===== src/rtl/rxd_pkg.sv =====
package rxd_pkg;

    typedef enum logic [3:0] {
        ST_HALT,
        ST_RD_STAT,
        ST_CHK_OWN,
        ST_CAP_CTL,
        ST_CAP_BUF,
        ST_CAP_BR,
        ST_DATA,
        ST_WB,
        ST_NEXT,
        ST_WAIT_POLL,
        ST_WAIT_LINK,
        ST_CHK_LINK
    } rxd_state_e;

    // status word layout
    localparam int OWN_BIT   = 31;
    localparam int LEN_LSB   = 16;
    localparam int LEN_W     = 11;
    localparam int OK_BIT    = 15;
    localparam int MC_BIT    = 13;
    localparam int BC_BIT    = 12;
    localparam int UC_BIT    = 11;
    localparam int FIRST_BIT = 9;
    localparam int LAST_BIT  = 8;
    localparam int RUNT_BIT  = 5;
    localparam int LONG_BIT  = 4;
    localparam int OVF_BIT   = 3;
    localparam int ALN_BIT   = 2;
    localparam int CRC_BIT   = 1;
    localparam int SUM_BIT   = 0;

    // descriptor word offsets
    localparam int OFS_CTL = 4;
    localparam int OFS_BUF = 8;
    localparam int OFS_BR  = 12;

endpackage


===== src/rtl/rxd_status_pack.sv =====
module rxd_status_pack
    import rxd_pkg::*;
(
    input  logic [LEN_W:0]   cnt,
    input  logic [LEN_W-1:0] size,
    input  logic             lng,
    input  logic [3:0]       errs,
    input  logic [1:0]       cls,
    output logic [31:0]      word
);
    logic any_err;

    always_comb begin
        any_err = (|errs) | lng;
        word = '0;
        word[LEN_LSB +: LEN_W] = lng ? size : cnt[LEN_W-1:0];
        word[CRC_BIT]   = errs[0];
        word[ALN_BIT]   = errs[1];
        word[OVF_BIT]   = errs[2];
        word[RUNT_BIT]  = errs[3];
        word[LONG_BIT]  = lng;
        word[SUM_BIT]   = any_err;
        word[OK_BIT]    = ~any_err;
        word[FIRST_BIT] = 1'b1;
        word[LAST_BIT]  = 1'b1;
        case (cls)
            2'd1:    word[UC_BIT] = 1'b1;
            2'd2:    word[BC_BIT] = 1'b1;
            2'd3:    word[MC_BIT] = 1'b1;
            default: ;
        endcase
    end
endmodule


===== src/rtl/rxd_byte_lane.sv =====
module rxd_byte_lane #(
    parameter int AW = 16
) (
    input  logic [AW-1:0] base,
    input  logic [AW-1:0] offset,
    input  logic [7:0]    data,
    output logic [AW-1:0] addr,
    output logic [3:0]    be,
    output logic [31:0]   wdata
);
    logic [AW-1:0] byte_addr;

    always_comb begin
        byte_addr = base + offset;
        addr      = {byte_addr[AW-1:2], 2'b00};
        be        = 4'b0001 << byte_addr[1:0];
        wdata     = {4{data}};
    end
endmodule


===== src/rtl/rxd_ring_writer.sv =====
module rxd_ring_writer
    import rxd_pkg::*;
#(
    parameter int AW = 16
) (
    input  logic          clk,
    input  logic          rst_n,
    input  logic          desc_load,
    input  logic [AW-1:0] desc_addr,
    input  logic          poll,
    input  logic          fr_valid,
    output logic          fr_ready,
    input  logic [7:0]    fr_data,
    input  logic          fr_sof,
    input  logic          fr_eof,
    input  logic [3:0]    fr_err,
    input  logic [1:0]    fr_cls,
    output logic          mem_req,
    output logic          mem_we,
    output logic [AW-1:0] mem_addr,
    output logic [3:0]    mem_be,
    output logic [31:0]   mem_wdata,
    input  logic [31:0]   mem_rdata,
    output logic          irq_done,
    output logic          irq_err,
    output logic          irq_nobuf
);
    localparam int CW = LEN_W + 1;

    typedef struct packed {
        rxd_state_e     st;
        logic [AW-1:0]  cur;
        logic [AW-1:0]  bufa;
        logic [AW-1:0]  br;
        logic [LEN_W-1:0] size;
        logic [CW-1:0]  cnt;
        logic           started;
        logic           lng;
        logic [3:0]     errs;
        logic [1:0]     cls;
    } ctx_t;

    ctx_t q, d;

    logic [31:0]   status_word;
    logic [AW-1:0] lane_addr;
    logic [3:0]    lane_be;
    logic [31:0]   lane_wdata;

    rxd_status_pack u_pack (
        .cnt  (q.cnt),
        .size (q.size),
        .lng  (q.lng),
        .errs (q.errs),
        .cls  (q.cls),
        .word (status_word)
    );

    rxd_byte_lane #(.AW(AW)) u_lane (
        .base   (q.bufa),
        .offset (AW'(q.cnt)),
        .data   (fr_data),
        .addr   (lane_addr),
        .be     (lane_be),
        .wdata  (lane_wdata)
    );

    always_comb begin
        d         = q;
        fr_ready  = 1'b0;
        mem_req   = 1'b0;
        mem_we    = 1'b0;
        mem_addr  = q.cur;
        mem_be    = 4'hF;
        mem_wdata = status_word;
        irq_done  = 1'b0;
        irq_err   = 1'b0;
        irq_nobuf = 1'b0;

        case (q.st)
            ST_HALT: begin
                if (desc_load) begin
                    d.cur = desc_addr;
                    d.st  = ST_RD_STAT;
                end
            end
            ST_RD_STAT: begin
                mem_req = 1'b1;
                d.st    = ST_CHK_OWN;
            end
            ST_CHK_OWN: begin
                if (mem_rdata[OWN_BIT]) begin
                    mem_req  = 1'b1;
                    mem_addr = q.cur + AW'(OFS_CTL);
                    d.st     = ST_CAP_CTL;
                end else begin
                    irq_nobuf = 1'b1;
                    d.st      = ST_WAIT_POLL;
                end
            end
            ST_CAP_CTL: begin
                d.size   = mem_rdata[LEN_W-1:0];
                mem_req  = 1'b1;
                mem_addr = q.cur + AW'(OFS_BUF);
                d.st     = ST_CAP_BUF;
            end
            ST_CAP_BUF: begin
                d.bufa   = mem_rdata[AW-1:0];
                mem_req  = 1'b1;
                mem_addr = q.cur + AW'(OFS_BR);
                d.st     = ST_CAP_BR;
            end
            ST_CAP_BR: begin
                d.br      = mem_rdata[AW-1:0];
                d.cnt     = '0;
                d.started = 1'b0;
                d.lng     = 1'b0;
                d.st      = ST_DATA;
            end
            ST_DATA: begin
                fr_ready = 1'b1;
                if (fr_valid && (q.started || fr_sof)) begin
                    d.started = 1'b1;
                    if ({1'b0, q.size} > q.cnt) begin
                        mem_req   = 1'b1;
                        mem_we    = 1'b1;
                        mem_addr  = lane_addr;
                        mem_be    = lane_be;
                        mem_wdata = lane_wdata;
                    end else begin
                        d.lng = 1'b1;
                    end
                    if (q.cnt != {CW{1'b1}}) d.cnt = q.cnt + 1'b1;
                    if (fr_eof) begin
                        d.errs = fr_err;
                        d.cls  = fr_cls;
                        d.st   = ST_WB;
                    end
                end
            end
            ST_WB: begin
                mem_req = 1'b1;
                mem_we  = 1'b1;
                if (status_word[SUM_BIT]) irq_err = 1'b1;
                else                      irq_done = 1'b1;
                d.st = ST_NEXT;
            end
            ST_NEXT: begin
                if (q.br != '0) begin
                    d.cur = q.br;
                    d.st  = ST_RD_STAT;
                end else begin
                    irq_nobuf = 1'b1;
                    d.st      = ST_WAIT_LINK;
                end
            end
            ST_WAIT_POLL: begin
                if (desc_load) begin
                    d.cur = desc_addr;
                    d.st  = ST_RD_STAT;
                end else if (poll) begin
                    d.st = ST_RD_STAT;
                end
            end
            ST_WAIT_LINK: begin
                if (desc_load) begin
                    d.cur = desc_addr;
                    d.st  = ST_RD_STAT;
                end else if (poll) begin
                    mem_req  = 1'b1;
                    mem_addr = q.cur + AW'(OFS_BR);
                    d.st     = ST_CHK_LINK;
                end
            end
            ST_CHK_LINK: begin
                d.br = mem_rdata[AW-1:0];
                d.st = ST_NEXT;
            end
            default: d.st = ST_HALT;
        endcase
    end

    always_ff @(posedge clk or negedge rst_n) begin
        if (!rst_n) q <= '0;
        else        q <= d;
    end


    irq_onehot_chk: assert property (@(posedge clk) disable iff (!rst_n)
        $onehot0({irq_done, irq_err, irq_nobuf}));


    irq_pulse_chk: assert property (@(posedge clk) disable iff (!rst_n)
        (irq_done || irq_err) |=> !(irq_done || irq_err));


    status_wr_chk: assert property (@(posedge clk) disable iff (!rst_n)
        (irq_done || irq_err) |-> (mem_req && mem_we && mem_be == 4'hF
                                   && mem_addr == q.cur && !mem_wdata[OWN_BIT]));


    lane_onehot_chk: assert property (@(posedge clk) disable iff (!rst_n)
        (mem_req && mem_we && mem_be != 4'hF) |-> ($onehot(mem_be) && mem_addr[1:0] == 2'b00));


    stall_ready_chk: assert property (@(posedge clk) disable iff (!rst_n)
        irq_nobuf |=> !fr_ready);

endmodule


===== config.mk =====
export PLATFORM = sky130hd
export DESIGN_NAME = rxd_ring_writer
export DESIGN_NICKNAME = d
export VERILOG_FILES = /design/src/rtl/rxd_pkg.sv /design/src/rtl/rxd_status_pack.sv /design/src/rtl/rxd_byte_lane.sv /design/src/rtl/rxd_ring_writer.sv
export SDC_FILE = /design/constraint.sdc
export NUM_CORES = 1
export LEC_CHECK = 0
export CORE_MARGIN = 2
export CORE_UTILIZATION = 45
export DETAILED_ROUTE_END_ITERATION = 8
export GPL_ROUTABILITY_DRIVEN = 0
export HOLD_SLACK_MARGIN = 0.12
export PLACE_DENSITY = 0.71
export SYNTH_ARGS = -nofsm -noshare
export SYNTH_HDL_FRONTEND = slang
export SYNTH_SLANG_ARGS = --single-unit

===== constraint.sdc =====
create_clock -name clk -period 6 [get_ports clk]
set_input_delay 1.2 -clock clk [delete_from_list [all_inputs] [get_ports clk]]
set_output_delay 1.2 -clock clk [all_outputs]
set_load 0.03 [all_outputs]

==> results of run 1 <==
## final cells by class
cell class | instances | area (um^2) | area share (%)
Sequential cell | 83 | 2077 | 27.56
Clock inverter | 4 | 98.84 | 1.312
Multi-Input combinational cell | 541 | 3586 | 47.58
Inverter | 32 | 120.1 | 1.594
Tap cell | 176 | 220.2 | 2.922
Timing Repair Buffer | 122 | 1191 | 15.81
Clock buffer | 11 | 242.7 | 3.221
## synthesized netlist by cell type, types with 12 or more instances
cell type  instances
dfrtp_1           83
xnor2_1           12
ha_1              28
nor2_1            61
a21oi_1           53
nor3_1            19
mux2i_1           28
nand2_1          100
mux2_2            36
o21ai_0           34
clkbuf_1          15
inv_1             30
nand3_1           20
## metrics by stage
step                instance area (um^2)  total power, mW
global route                        7536            4.832
finish                              7536            4.561
CTS                                 7536            4.537
detailed placement                  7194            3.876
global placement                    7194            3.795
floorplan                           5954            2.974
## layer usage
metal / track usage [%] / vias up / share of wire [%]
met5: 0 / - / 0
met4: 8.408 / 0 / 2.3
met3: 5.077 / 32 / 7.7
met2: 40.55 / 275 / 47
met1: 34.33 / 2775 / 43
li1: - / 2687 / -
## path summary, 6_finish.rpt
kind	startpoint	endpoint	slack, ps	cells after the start
min in group asynchronous	rst_n	q[3]$_DFFE_PN0P_	710	1
setup / recovery	desc_load	mem_addr[9]	690	9
setup reg to reg	q[79]$_DFFE_PN0P_	q[19]$_DFFE_PN0P_	3050	7
hold / removal	q[7]$_DFFE_PN0P_	q[7]$_DFFE_PN0P_	500	2
hold reg to reg	q[7]$_DFFE_PN0P_	q[7]$_DFFE_PN0P_	500	2
max in group asynchronous	rst_n	q[59]$_DFFE_PN0P_	4200	2
## worst max-delay path: stages
cell and delay (ps):
clkdlybuf4s50_1 520, nor2b_1 240, a31oi_2 160, nor2_1 380
a221oi_1 260, or2_1 300, o32a_1 290, o21ai_1 80
clkdlybuf4s50_1 680
## cell families after synthesis
| kind of cell | count (synthesis) | share of synthesized area [%] |
|---|---|---|
| AOI/OAI and AO/OA | 168 | 18.34 |
| xor gates and xnor gates | 20 | 2.942 |
| adders and majority gates | 29 | 6.220 |
| buffers and inverters | 70 | 5.148 |
| DFF | 83 | 34.88 |
| muxes | 64 | 11.52 |
| and+or+nand+nor | 260 | 20.95 |
## power by group through the flow
| stage | clock, mW | sequential, mW | combinational [mW] |
|---|---|---|---|
| global placement | 0 | 1.20 | 2.59 |
| finish | 0.649 | 1.22 | 2.69 |
| floorplan | 0 | 1.01 | 1.96 |
| CTS | 0.655 | 1.21 | 2.67 |
| global route | 0.679 | 1.26 | 2.89 |
| detailed placement | 0 | 1.22 | 2.65 |
==> impl_metrics.toml, run 1 <==
[grt]
grt_max_degree = 67
grt_pass1_wl_um = 28270
grt_pass1_vias = 5479
grt_overflow_total = 0
grt.total_usage_pct = 25.31
antenna_found_initial = 0

[finish]
largest_reg_flops = 83
fin_nets = 887
filler_cell_count = 1183
top_regs = "q: 83 flops"
antenna_cells = 0
layout_commonest_cell = "clkdlybuf4s50_1"
regMostFlops = "q"
final_cell_mix = "110 x clkdlybuf4s50_1, 100 x nand2_1, 83 x dfrtp_1"
layout-drive-gt1-share_pct = 10.21
fin_util_pct = 57.59
final_cells = 969
area_growth_pct = 26.56

[floorplan]
num_rows = 42
core_um2 = 13090
dieArea_um2 = 14170
die_h_um = 119.0
io_pins = 127
die_x_um = 119.0
initial_core_util_pct = 45.51

[power_and_ir_drop]
ir_drop_uv = 268.7
p_int_mw = 2.403
switchingPower_mw = 2.158
clkPwrFrac_pct = 14.2
power.share.sequential_pct = 26.8
pwr-share-comb_pct = 58.9
leakage_nw = 3.143
p_sw_share_pct = 47.32
power.density_nw_per_um2 = 605.2

[drt]
route.detailed.drc = 0
viasPerCell = 5.954
wirelength_um = 17960
wire_per_inst_um = 18.53
vias = 5769
ant_nets = 0
drt_pass1_iterations = 5
drt-initial-drc-count = 535

[sta]
setup_viol = 0
hold_viol = 0
setup_slack_ps = 685.8
grt_setup_unrepaired = "no"
fin_crit_ps = 5314
fin_setup_tns_ps = 0
worst_slew_pin_slew_ps = 825.5
finalMaxSlewViolations = 0
holdWs_ps = 501.9
fmax_mhz = 188.2
timing.final.crit_share_pct = 88.57
maxSlewHeadroom_pct = 44.97
skew_ps = 8.669

[synth]
yosysUniqueCellTypes = 70
synth_nets = 792
synth_edf_count = 0
synth_area_leaders = "dfrtp_1 35%, mux2_2 6.8%, nand2_1 6.3%, ha_1 5.9%, mux2i_1 4.7%"
ys_seq_elements = 83
synthCells = 694
synth_area_leader_cell = "dfrtp_1"
yosysSeqAreaShare_pct = 34.88
synthFlopType = "dfrtp_1"
yosysWarnings = 0
synthesis.area_um2 = 5954
synthDominantCellAreaShare_pct = 34.88
async_flop_share_pct = 100.0
synth.avg_cell_area_um2 = 8.580

[placement]
pre_cts_ws_ps = 785.0
io_buffers = 111
hpwl_um = 13720
dpl.cell_count = 954

[worst_setup_path]
crit_arrival_ps = 4110
critPathLaunchType = "input port"
cp.required_ps = 4800
crit_fanout = 7
path_class = "in2out"
critPathCaptureType = "output pin"

[clocking]
cts_sinks = 83
cts.htree.levels = 3
post_cts_resize_count = 0
cts_buffers = 9
cts_max_path_buffers = 2
clkLatencyLatePin_ps = 350
root_buffer = "clkbuf_16"
cts_tree = "built"
postCtsSetupRepairBufs = 0
postCtsHoldBufs = 0
path_clk_slew_ps = 60

[flow_run]
maxCapViolCount = 0

[run_status]
status = "completed"

[worst_hold_path]
hold_path.class = "reg2reg"
Power figures use the tool's default switching activity.
==> run 2, diff against run 1 <==
--- a/config.mk
+++ b/config.mk
@@ -10,7 +10,7 @@
 export DETAILED_ROUTE_END_ITERATION = 8
 export GPL_ROUTABILITY_DRIVEN = 0
 export HOLD_SLACK_MARGIN = 0.12
-export PLACE_DENSITY = 0.71
+export PLACE_DENSITY_LB_ADDON = 0.1
 export SYNTH_ARGS = -nofsm -noshare
 export SYNTH_HDL_FRONTEND = slang
 export SYNTH_SLANG_ARGS = --single-unit
==> run 2 against run 1 <==
Compared with the run above:
- clock power fell by 8.2%
- flip-flop and latch count did not move
- via count down 0.88%
- maximum frequency rose by 0.32%
- core utilization fell by 0.25 points
- critical endpoint unchanged
- global-route usage up 0.36 points
- routed wire length up 0.84%
- hold slack better by 14 ps
- largest cell class unchanged
- critical path depth stayed put
- total power shrank 1.3%
- largest power group unchanged
- worst setup slack better by 17 ps
==> impl_metrics.toml, run 2 (synthesis results as in run 1) <==
[floorplan]
die_x_um = 119.0
dieArea_um2 = 14170
die_h_um = 119.0
num_rows = 42
initial_core_util_pct = 45.51
core_um2 = 13090
io_pins = 127

[sta]
maxSlewHeadroom_pct = 28.95
finalMaxSlewViolations = 0
timing.final.crit_share_pct = 88.29
fmax_mhz = 188.8
hold_viol = 0
skew_ps = 19.79
worst_slew_pin_slew_ps = 1066
fin_crit_ps = 5297
grt_setup_unrepaired = "no"
fin_setup_tns_ps = 0
setup_viol = 0

[finish]
area_growth_pct = 26.01
layout-drive-gt1-share_pct = 10.23
regMostFlops = "q"
largest_reg_flops = 83
filler_cell_count = 1159
fin_nets = 885
layout_commonest_cell = "clkdlybuf4s50_1"
top_regs = "q: 83 flops"
antenna_cells = 0
final_cell_mix = "110 x clkdlybuf4s50_1, 100 x nand2_1, 83 x dfrtp_1"
fin_util_pct = 57.34

[drt]
drt-initial-drc-count = 490
route.detailed.drc = 0
highest_layer = "met4"
ant_nets = 0
vias = 5718
wire_per_inst_um = 18.71
wl_met3_um = 1228
wirelength_um = 18110
wl_met2_um = 8460
viasPerCell = 5.907
wl_met1_um = 8024
drt_pass1_iterations = 5

[power_and_ir_drop]
power.density_nw_per_um2 = 599.7
leakage_nw = 3.125
finalPower_mw = 4.500
ir_drop_uv = 276.8

[clocking]
cts_sinks = 83
post_cts_resize_count = 0
cts_max_path_buffers = 2
clkLatencyLatePin_ps = 350
cts_buffers = 9
postCtsHoldBufs = 0
root_buffer = "clkbuf_16"
postCtsSetupRepairBufs = 0
cts_tree = "built"
cts.htree.levels = 3
path_clk_slew_ps = 70

[grt]
grt_overflow_total = 0
grt_pass1_vias = 5508
grt_max_degree = 84
grt_pass1_wl_um = 28650
antenna_found_initial = 0
grt.total_usage_pct = 25.67

[worst_setup_path]
crit_arrival_ps = 4100
critPathLaunchType = "input port"
cp.required_ps = 4800
critPathCaptureType = "output pin"
path_class = "in2out"
crit_fanout = 7

[placement]
io_buffers = 111
hpwl_um = 13570

[worst_hold_path]
hold_path.class = "reg2reg"

[flow_run]
maxCapViolCount = 0

[run_status]
status = "completed"
-- run 2: cell types whose count changed in the layout (fill, tap and decap cells not counted), sizes merged --
cell and change:
clkbuf -1, clkinvlp +1, clkinv +1, inv +2
bufinv -2, buf -2
-- run 2: worst max-delay path: stages --
cell and delay (ps):
clkdlybuf4s50_1 530, nor2b_1 220, a31oi_2 140, nor2_1 340, a221oi_1 250, or2_1 310
o32a_1 300, o21ai_1 110, clkdlybuf4s50_1 690
-- run 2: final timing paths --
check	from	endpoint	slack, ps	cells after the start
setup / recovery	desc_load	mem_addr[9]	700	9
max in group asynchronous	rst_n	q[53]$_DFFE_PN0P_	4270	1
hold / removal	q[49]$_DFFE_PN0P_	q[49]$_DFFE_PN0P_	520	1
setup reg to reg	q[79]$_DFFE_PN0P_	q[17]$_DFFE_PN0P_	3140	7
hold reg to reg	q[49]$_DFFE_PN0P_	q[49]$_DFFE_PN0P_	520	1
min in group asynchronous	rst_n	q[81]$_DFFE_PN0P_	1030	1
-- run 2: metal layers --
layer	track usage, %	vias up
met5	0	-
met4	8.110	0
met3	4.215	29
met2	41.77	263
met1	35.03	2745
li1	-	2681
-- run 2: area by class of cell --
| class | instances | area [um^2] | area share [%] |
|---|---|---|---|
| repair buffers | 120 | 1189 | 15.84 |
| inverters | 32 | 120.1 | 1.601 |
| well taps | 176 | 220.2 | 2.935 |
| multi-input cells | 541 | 3586 | 47.79 |
| clock buffers | 10 | 239.0 | 3.185 |
| clock inverters | 6 | 72.57 | 0.9671 |
| flip-flops and latches | 83 | 2077 | 27.68 |
-- run 2: through the flow --
| step | hold slack, ps | instance area, um^2 | setup slack, ps | std cells |
|---|---|---|---|---|
| global route | 536.6 | 7503 | 575.5 | 968 |
| floorplan | 463.5 | 5954 | 2075 | 694 |
| detailed placement | 497.1 | 7192 | 747.5 | 952 |
| finish | 516.0 | 7503 | 702.9 | 968 |
| global placement | 486.3 | 7192 | 803.1 | 952 |
| CTS | 511.9 | 7503 | 739.5 | 968 |
-- run 2: report_power, final --
part           switching [mW]  leakage (nW)  internal (mW)  total, mW
Clock                   0.257         0.150          0.339      0.596
Combinational            1.53          1.97           1.16       2.68
Sequential              0.396          1.01          0.826       1.22
==> run 3, diff against run 2 <==
--- a/config.mk
+++ b/config.mk
@@ -5,7 +5,6 @@
 export SDC_FILE = /design/constraint.sdc
 export NUM_CORES = 1
 export LEC_CHECK = 0
-export CORE_MARGIN = 2
 export CORE_UTILIZATION = 45
 export DETAILED_ROUTE_END_ITERATION = 8
 export GPL_ROUTABILITY_DRIVEN = 0
==> run 3 against run 2 <==
Compared with the run above:
- first-iteration DRC count shrank 3.9%
- sequential share of layout area about the same
- critical endpoint is now mem_wdata[21]
- clock skew decreased by 11 ps
- non-clock buffer count decreased by 1
- final area up 0.17%
- clock power up 10%
- global-route usage is 1.6 points higher
- critical path depth shrank 1
- maximum frequency down 4.2%
- combinational power hardly changed
- flip-flop and latch count unchanged
==> impl_metrics.toml, run 3 (synthesis results as in run 1) <==
[run_status]
status = "completed"

[finish]
filler_cell_count = 1116
layout-drive-gt1-share_pct = 10.11
fin_util_pct = 58.84
area_growth_pct = 26.22
fin_nets = 884
largest_reg_flops = 83
top_regs = "q: 83 flops"
antenna_cells = 0
final_cell_mix = "110 x clkdlybuf4s50_1, 100 x nand2_1, 83 x dfrtp_1"
multiInputGateArea_um2 = 3586
regMostFlops = "q"
seqCellArea_um2 = 2077
layout_commonest_cell = "clkdlybuf4s50_1"

[worst_hold_path]
holdPathEnd = "q[7]$_DFFE_PN0P_"
hold_depth = 2
hold_start = "q[7]$_DFFE_PN0P_"
hold_path.class = "reg2reg"

[placement]
hpwl_um = 13430
io_buffers = 111

[sta]
grt_setup_unrepaired = "no"
timing.final.crit_share_pct = 92.20
fmax_mhz = 180.8
skew_ps = 8.967
fin_setup_tns_ps = 0
worst_slew_pin_slew_ps = 1089
maxSlewHeadroom_pct = 27.39
setup_viol = 0
fin_crit_ps = 5532
hold_viol = 0
finalMaxSlewViolations = 0
holdWs_ps = 509.1

[clocking]
path_clk_slew_ps = 70
root_buffer = "clkbuf_16"
postCtsSetupRepairBufs = 0
cts_buffers = 9
cts_tree = "built"
cts.htree.levels = 3
cts_sinks = 83
cts_max_path_buffers = 2
clkLatencyLatePin_ps = 350
postCtsHoldBufs = 0
post_cts_resize_count = 0

[floorplan]
initial_core_util_pct = 46.62
core_um2 = 12770
num_rows = 41
dieArea_um2 = 13700
die_x_um = 117.0
io_pins = 127
die_h_um = 117.0

[drt]
ant_nets = 0
route.detailed.drc = 0
drt_pass1_iterations = 5
drt-initial-drc-count = 471
wire_per_inst_um = 18.49
wirelength_um = 17810
vias = 5637
viasPerCell = 5.854

[power_and_ir_drop]
p_int_mw = 2.388
leakage_nw = 3.128
power.density_nw_per_um2 = 606.6
pwr-share-comb_pct = 58.7
clkPwrFrac_pct = 14.4
ir_drop_uv = 266.4
power.share.sequential_pct = 26.9
p_sw_share_pct = 47.62
switchingPower_mw = 2.171

[flow_run]
maxCapViolCount = 0

[worst_setup_path]
critPathLaunchType = "input port"
crit_arrival_ps = 4330
cp.required_ps = 4800
crit_fanout = 18
path_class = "in2out"
timing.rr.start = "q[79]$_DFFE_PN0P_"
critPathCaptureType = "output pin"
reg2reg_to = "q[17]$_DFFE_PN0P_"
r2r_setup_slack_ps = 3120
ff2ff_path_depth = 7

[grt]
grt_max_degree = 84
antenna_found_initial = 0
grt_overflow_total = 0
grt_pass1_wl_um = 27780
grt.total_usage_pct = 27.30
grt_pass1_vias = 5180
## run 3: cell types whose count changed in the layout (fill, tap and decap cells not counted)
cell,change
clkinv_4,-1
clkbuf_8,-1
bufinv_16,+2
buf_12,-1
## run 3: cell type report
cell class | count | share of cell area, %
Timing Repair Buffer | 119 | 15.55
Sequential cell | 83 | 27.63
Clock buffer | 9 | 2.997
Clock inverter | 7 | 1.648
Inverter | 32 | 1.598
Multi-Input combinational cell | 541 | 47.71
Tap cell | 172 | 2.863
## run 3: routing by layer
layer	part of all wire, %	GRT usage [%]
met1	44	37.45
met2	45	42.29
met3	7.1	4.428
met4	3.1	12.83
met5	0	0
## run 3: worst max-delay path by stage
| stage | start | endpoint | slack, ps |
|---|---|---|---|
| floorplan | desc_load | mem_addr[12] | 2080 |
| global placement | fr_sof | mem_wdata[21] | 550 |
| detailed placement | fr_sof | mem_wdata[21] | 500 |
| CTS | fr_sof | mem_wdata[21] | 500 |
| global route | fr_valid | mem_wdata[21] | 330 |
| finish | fr_sof | mem_wdata[21] | 470 |
## run 3: through the flow
stage	cell area [um^2]	worst slack, ps	instances	power [mW]
final	7516	468.2	963	4.559
after CTS	7516	495.7	963	4.542
after detailed placement	7167	496.2	947	3.876
after floorplan	5954	2075	694	2.974
after global placement	7167	548.6	947	3.806
after global routing	7516	329.6	963	4.859
## run 3: power groups by stage
stage	logic (mW)	clock network, mW	registers (mW)
6_report	2.68	0.656	1.23
5_1_grt	2.90	0.686	1.27
4_1_cts	2.67	0.664	1.21
3_5_place_dp	2.65	0	1.22
3_3_place_gp	2.60	0	1.21
2_1_floorplan	1.96	0	1.01
## run 3: critical path: stages
cell and delay (ps):
clkdlybuf4s50_1 470, o21a_1 200, nand2_1 80, a21oi_2 540, and2_1 750, nand2_1 260
o21ai_1 140, clkdlybuf4s50_1 690
